--- src/rtl/spdif_route_pkg.sv ---
package spdif_route_pkg;

   typedef enum logic {
      SRC_ENCODER = 1'b0,
      SRC_PASSTHRU = 1'b1
   } route_src_e;

   // Shared-pin vector slot of the data pin; port j clocks follow at 1+2j / 2+2j
   localparam int unsigned SLOT_SD3 = 0;

   function automatic int unsigned frm_slot(input int unsigned port);
      return 1 + 2 * port;
   endfunction

   function automatic int unsigned bit_slot(input int unsigned port);
      return 2 + 2 * port;
   endfunction

endpackage

--- src/rtl/pin_sync.sv ---
module pin_sync #(
   parameter int unsigned WIDTH  = 7,
   parameter int unsigned STAGES = 2
) (
   input  logic             clk,
   input  logic             rst_n,
   input  logic [WIDTH-1:0] d,
   output logic [WIDTH-1:0] q
);

   if (STAGES < 2) begin : g_bad_stages
      $error("pin_sync: STAGES must be at least 2");
   end

   logic [WIDTH-1:0] stage_q [STAGES];

   always_ff @(posedge clk or negedge rst_n) begin
      if (!rst_n) stage_q[0] <= '0;
      else        stage_q[0] <= d;
   end

   for (genvar s = 1; s < STAGES; s++) begin : g_stage
      always_ff @(posedge clk or negedge rst_n) begin
         if (!rst_n) stage_q[s] <= '0;
         else        stage_q[s] <= stage_q[s-1];
      end
   end

   assign q = stage_q[STAGES-1];

endmodule

--- src/rtl/pin_func_decode.sv ---
module pin_func_decode
   import spdif_route_pkg::*;
#(
   parameter int unsigned NUM_PORTS = 3,
   localparam int unsigned NUM_IN = 1 + 2 * NUM_PORTS
) (
   input  logic                 clk,
   input  logic                 rst_n,
   input  logic [NUM_IN-1:0]    mask,
   output logic [NUM_PORTS-1:0] bclk_lost,
   output logic [NUM_PORTS-1:0] fclk_lost,
   output logic                 sd3_invalid
);

   logic [NUM_PORTS-1:0] bclk_d;
   logic [NUM_PORTS-1:0] fclk_d;

   for (genvar j = 0; j < NUM_PORTS; j++) begin : g_port
      assign fclk_d[j] = mask[frm_slot(j)];
      assign bclk_d[j] = mask[bit_slot(j)];
   end

   always_ff @(posedge clk or negedge rst_n) begin
      if (!rst_n) begin
         bclk_lost   <= '0;
         fclk_lost   <= '0;
         sd3_invalid <= 1'b0;
      end else begin
         bclk_lost   <= bclk_d;
         fclk_lost   <= fclk_d;
         sd3_invalid <= mask[SLOT_SD3];
      end
   end

endmodule

--- src/rtl/route_out_sel.sv ---
module route_out_sel
   import spdif_route_pkg::*;
#(
   parameter int unsigned NUM_IN = 7,
   localparam int unsigned IDX_W = $clog2(NUM_IN),
   localparam int unsigned EXT_W = 1 << IDX_W
) (
   input  logic              clk,
   input  logic              rst_n,
   input  logic [NUM_IN-1:0] mask,
   input  logic [IDX_W-1:0]  idx,
   input  route_src_e        src,
   input  logic              enc_bit,
   input  logic [NUM_IN-1:0] pins_sync,
   output logic              tx_q,
   output logic              err_q
);

   logic [EXT_W-1:0] mask_ext;
   logic [EXT_W-1:0] pins_ext;
   logic             sel_live;
   logic             tx_d;

   assign mask_ext = EXT_W'(mask);
   assign pins_ext = EXT_W'(pins_sync);
   assign sel_live = mask_ext[idx];

   always_comb begin
      unique case (src)
         SRC_ENCODER:  tx_d = enc_bit;
         SRC_PASSTHRU: tx_d = sel_live & pins_ext[idx];
         default:      tx_d = 1'b0;
      endcase
   end

   always_ff @(posedge clk or negedge rst_n) begin
      if (!rst_n) begin
         tx_q  <= 1'b0;
         err_q <= 1'b0;
      end else begin
         tx_q  <= tx_d;
         err_q <= err_q | ((src == SRC_PASSTHRU) & ~sel_live);
      end
   end

endmodule

--- src/rtl/spdif_pin_router.sv ---
module spdif_pin_router
   import spdif_route_pkg::*;
#(
   parameter int unsigned NUM_PORTS   = 3,
   parameter int unsigned SYNC_STAGES = 2,
   localparam int unsigned NUM_IN = 1 + 2 * NUM_PORTS,
   localparam int unsigned IDX_W  = $clog2(NUM_IN)
) (
   input  logic                 clk,
   input  logic                 rst_n,
   input  logic [NUM_IN-1:0]    cfg_spdif_mask,
   input  logic [IDX_W-1:0]     cfg_pass_idx,
   input  logic                 cfg_src_pass,
   input  logic                 enc_stream,
   input  logic                 sd_in3_pin,
   input  logic [NUM_PORTS-1:0] frm_clk_pin,
   input  logic [NUM_PORTS-1:0] bit_clk_pin,
   output logic                 tx_out,
   output logic [NUM_PORTS-1:0] bclk_lost,
   output logic [NUM_PORTS-1:0] fclk_lost,
   output logic                 sd3_invalid,
   output logic                 cfg_err
);

   if (NUM_PORTS < 1) begin : g_bad_ports
      $error("spdif_pin_router: NUM_PORTS must be at least 1");
   end

   logic [NUM_IN-1:0] pins_raw;
   logic [NUM_IN-1:0] pins_sync;
   route_src_e        src_sel;

   assign pins_raw[SLOT_SD3] = sd_in3_pin;
   for (genvar j = 0; j < NUM_PORTS; j++) begin : g_pins
      assign pins_raw[frm_slot(j)] = frm_clk_pin[j];
      assign pins_raw[bit_slot(j)] = bit_clk_pin[j];
   end

   assign src_sel = cfg_src_pass ? SRC_PASSTHRU : SRC_ENCODER;

   pin_sync #(
      .WIDTH (NUM_IN),
      .STAGES(SYNC_STAGES)
   ) u_sync (
      .clk  (clk),
      .rst_n(rst_n),
      .d    (pins_raw),
      .q    (pins_sync)
   );

   pin_func_decode #(
      .NUM_PORTS(NUM_PORTS)
   ) u_decode (
      .clk        (clk),
      .rst_n      (rst_n),
      .mask       (cfg_spdif_mask),
      .bclk_lost  (bclk_lost),
      .fclk_lost  (fclk_lost),
      .sd3_invalid(sd3_invalid)
   );

   route_out_sel #(
      .NUM_IN(NUM_IN)
   ) u_sel (
      .clk      (clk),
      .rst_n    (rst_n),
      .mask     (cfg_spdif_mask),
      .idx      (cfg_pass_idx),
      .src      (src_sel),
      .enc_bit  (enc_stream),
      .pins_sync(pins_sync),
      .tx_q     (tx_out),
      .err_q    (cfg_err)
   );

endmodule

--- config.mk ---
export PLATFORM = sky130hd
export DESIGN_NAME = spdif_pin_router
export DESIGN_NICKNAME = d
export VERILOG_FILES = /design/src/rtl/spdif_route_pkg.sv /design/src/rtl/pin_sync.sv /design/src/rtl/pin_func_decode.sv /design/src/rtl/route_out_sel.sv /design/src/rtl/spdif_pin_router.sv
export SDC_FILE = /design/constraint.sdc
export NUM_CORES = 1
export LEC_CHECK = 0
export ABC_CLOCK_PERIOD_IN_PS = 2550
export CAP_MARGIN = 20
export CORE_MARGIN = 1.5
export CORE_UTILIZATION = 40
export DETAILED_ROUTE_END_ITERATION = 7
export PLACE_DENSITY = 0.82
export SYNTH_ARGS = -nofsm -noshare
export SYNTH_HDL_FRONTEND = slang
export SYNTH_SLANG_ARGS = --single-unit
--- constraint.sdc ---
create_clock -name clk -period 2.55 [get_ports clk]
set_clock_uncertainty 0.05 [all_clocks]
set_input_delay 0.765 -clock clk [delete_from_list [all_inputs] [get_ports clk]]
set_output_delay 0.765 -clock clk [all_outputs]
set_load 0.01 [all_outputs]
==> PnR_summary.wiki <==
{| class="wikitable"
! Metric !! Value
|-
| Result of the run || completed
|-
| Nature of the critical path endpoint || output pin
|-
| Cell Chain, Critical Path || clkdlybuf4s50_1
|-
| Number of I/O pins || 30
|-
| Clock Latency Late Sink || around 300 ps
|-
| Clock transition at the registers of the reported paths || 120 ps
|-
| Max Clk Rate || about 0.50 GHz
|-
| Vias || 464
|-
| Final critical-path share of the clock period || between 70% and 80%
|-
| Die outline area || ~2200 um^2
|-
| Largest net degree at the start of global routing || 24
|-
| Quantity of I/O buffers inserted on ports || 29
|-
| Final weighted congestion in routability-driven placement || 0.7413
|-
| Number of synthesis warnings || 0
|-
| Source of the worst hold timing path || u_sync.stage_q[8]
|-
| Count of unresolved DRC violations after routing || 0
|-
| Area taken by multi-input logic gates || ~170 um^2
|-
| Post-detailed-route count of antenna-violating nets || 0
|-
| Detail-routed net length per standard cell || 11.00 um
|-
| Number of max-slew violations in the final report || 0
|-
| Die width || 46.50 um
|-
| Netlist cell types || 16
|-
| Placed cell area || 1075 um^2
|-
| Required time at the endpoint of the critical path || around 1700 ps
|-
| Drt first pass iters || 1
|-
| Wire length of the first global-routing pass || 1952 um
|-
| Top delay family on crit path || buffers and inverters
|-
| Post-route cell area || 1102 um^2
|-
| Clock period minus final worst setup slack || ~2000 ps
|-
| Crit path max fanout || 2
|-
| Clk buf depth || 2
|-
| CP max stage cell || clkdlybuf4s50_1
|-
| TritonCTS clock tree || done
|-
| Avg Inst Size Synth || ~16 um^2
|-
| Buffer count from post-CTS setup fixing || 0
|-
| Cts repair resizes || 0
|-
| Worst Tran Pin Value || between 300 and 400 ps
|-
| Initial core utilization || between 40% and 50%
|-
| Number of endpoints with negative hold slack in the final report || 0
|-
| Pwr Density || 567.2 nW/um^2
|-
| Final hold slack || slightly above 300 ps
|-
| Total global routing track utilization || 13.51%
|-
| Total Wirelength || approximately 1100 um
|-
| Peak supply drop || between 0.4 and 0.5 mV
|-
| Detailed router's first-iteration violation count || 0
|-
| Relative area change from synthesis to final layout || 45.62%
|-
| Max-Slew Margin vs Limit || between 70% and 80%
|-
| Fill cells || roughly 140
|-
| Sort of element at the start of the critical path || flop
|-
| Crit path from || u_sel.err_q
|-
| Layout cells sized above 1 || between 10% and 20%
|-
| Final setup vio count || 0
|-
| Total design power || approximately 0.63 mW
|-
| Tightest Hold Check Type || flop to flop
|-
| Post-layout utilization of the core || a little over three fifths
|-
| NumNets Final || slightly above 100
|-
| Core region area || about 1700 um^2
|-
| Synthesis-stage register bit count || 23
|-
| Critical R2R Launch || u_sync.q[3]
|-
| Net count after synthesis || 67
|-
| Vias in the first global route || roughly 510
|-
| Total of max-cap violations || 0
|-
| Final HPWL DP || between 800 and 900 um
|-
| Type of the setup path with the least slack || flop to output pin
|-
| Share of synthesized area occupied by flip-flops and latches || approximately 76%
|-
| Number of standard-cell rows in the floorplan || 15
|-
| Antenna violations before repair || 0
|-
| Worst path arrival time || around 1200 ps
|-
| Number of sinks driven by the clock tree || 23
|-
| Largest stage delay, worst path || between 500 and 600 ps
|-
| Total negative slack || 0 ps
|-
| Diodes inserted || 0
|-
| Cts bufs inserted || 3
|-
| Average vias per placed instance || 4.462
|-
| Die height || between 40 and 50 um
|-
| RSZ-0062 raised after global routing || false
|-
| Leakage power of the design || 0.4809 nW
|-
| Global route total overflow || 0
|-
| Register cell area after layout || 575.6 um^2
|-
| Master cell of the clock root buffer || clkbuf_4
|-
| CP bufs+invs || 1
|-
| Synthesized cell area || about 760 um^2
|-
| Post-Synthesis Cells || 46
|-
| H-tree Lvls || 1
|-
| Total of hold buffers inserted after clock tree synthesis || 0
|}
## registers in the layout, indices dropped and copies added, names as in the netlist
| register | cells |
|---|---|
| u_sel.tx_q | 1 |
| u_decode.fclk_lost | 3 |
| u_decode.bclk_lost | 3 |
| u_sync.stage_q | 7 |
| u_decode.sd3_invalid | 1 |
| u_sel.err_q | 1 |
| u_sync.q | 7 |
## cell usage in the layout, fill, tap and decap left out
cell type | netlist | layout
o211ai_1 | 1 | 1
nand3b_1 | 1 | 1
nor2_1 | 1 | 1
o31ai_2 | 1 | 1
mux2i_1 | 6 | 6
clkbuf_4 | 0 | 3
dfrtp_1 | 23 | 23
clkdlybuf4s50_1 | 0 | 29
a22oi_2 | 1 | 1
nor2b_1 | 2 | 2
clkinv_2 | 0 | 1
a22oi_1 | 1 | 1
nand2b_2 | 1 | 1
nand2_1 | 3 | 3
buf_4 | 0 | 1
a21o_1 | 1 | 1
nand3_2 | 1 | 1
inv_1 | 1 | 1
nand3_1 | 1 | 1
## path summary, 6_finish.rpt
kind | end | slack (ps) | depth (start not counted)
worst max register to register | u_sel.tx_q | 1550 | 4
worst min-delay path | u_sync.q[1] | 300 | 0
min in group asynchronous | u_decode.fclk_lost[2] | 750 | 2
worst min register to register | u_sync.q[1] | 300 | 0
worst max-delay path | cfg_err | 540 | 1
max in group asynchronous | u_sync.q[3] | 1480 | 2
## kinds of logic after synthesis
logic type | after synthesis | synth area share, %
AOI/OAI and AO/OA | 5 | 6.282
buffers and inverters | 2 | 1.983
and+or+nand+nor | 10 | 7.768
muxes | 6 | 7.934
DFF | 23 | 76.03
## synth_stat cells (all sizes together)
cell     n  share of area (%)
nand3b   1               0.99
nor2b    2                1.7
nand2    3                1.5
a22oi    2                2.6
buf      1                1.5
o31ai    1                1.7
nor2     1               0.50
dfrtp   23                 76
nand3    2                2.0
nand2b   1                1.2
a21o     1               0.99
o211ai   1               0.99
mux2i    6                7.9
inv      1               0.50
## cell type report
cell class	instances	area share, %
timing repair buffer	30	27.01
tap	25	2.838
multi-input combinational	21	15.10
clock buffer	3	2.043
clock inverter	1	0.4540
inverter	1	0.3405
sequential	23	52.21
## per-layer routing
metal	routed length [um]	share of wire (%)	global-route usage, %	vias to the layer above
met5	0	0	0	-
met4	4	0.35	6.857	0
met3	102	8.9	3.137	2
met2	635	56	26.11	24
met1	402	35	12.88	219
li1	-	-	-	219
## worst register-to-register path: stages (launching register included)
cell	delay [ps]
dfrtp_1	350
mux2i_1	70
a22oi_1	200
nand2_1	90
o31ai_2	170
## where the power goes
part           internal, mW  switching (mW)
logic                0.0513          0.0315
clock network        0.0584          0.0968
registers             0.383         0.00461
## stage by stage
| step | std cells | setup WS [ps] |
|---|---|---|
| after floorplan | 46 | 961.5 |
| after global placement | 100 | 321.9 |
| after detailed placement | 100 | 287.8 |
| after CTS | 104 | 519.2 |
| after global routing | 104 | 483.2 |
| final | 104 | 541.3 |
Power figures use the tool's default switching activity.
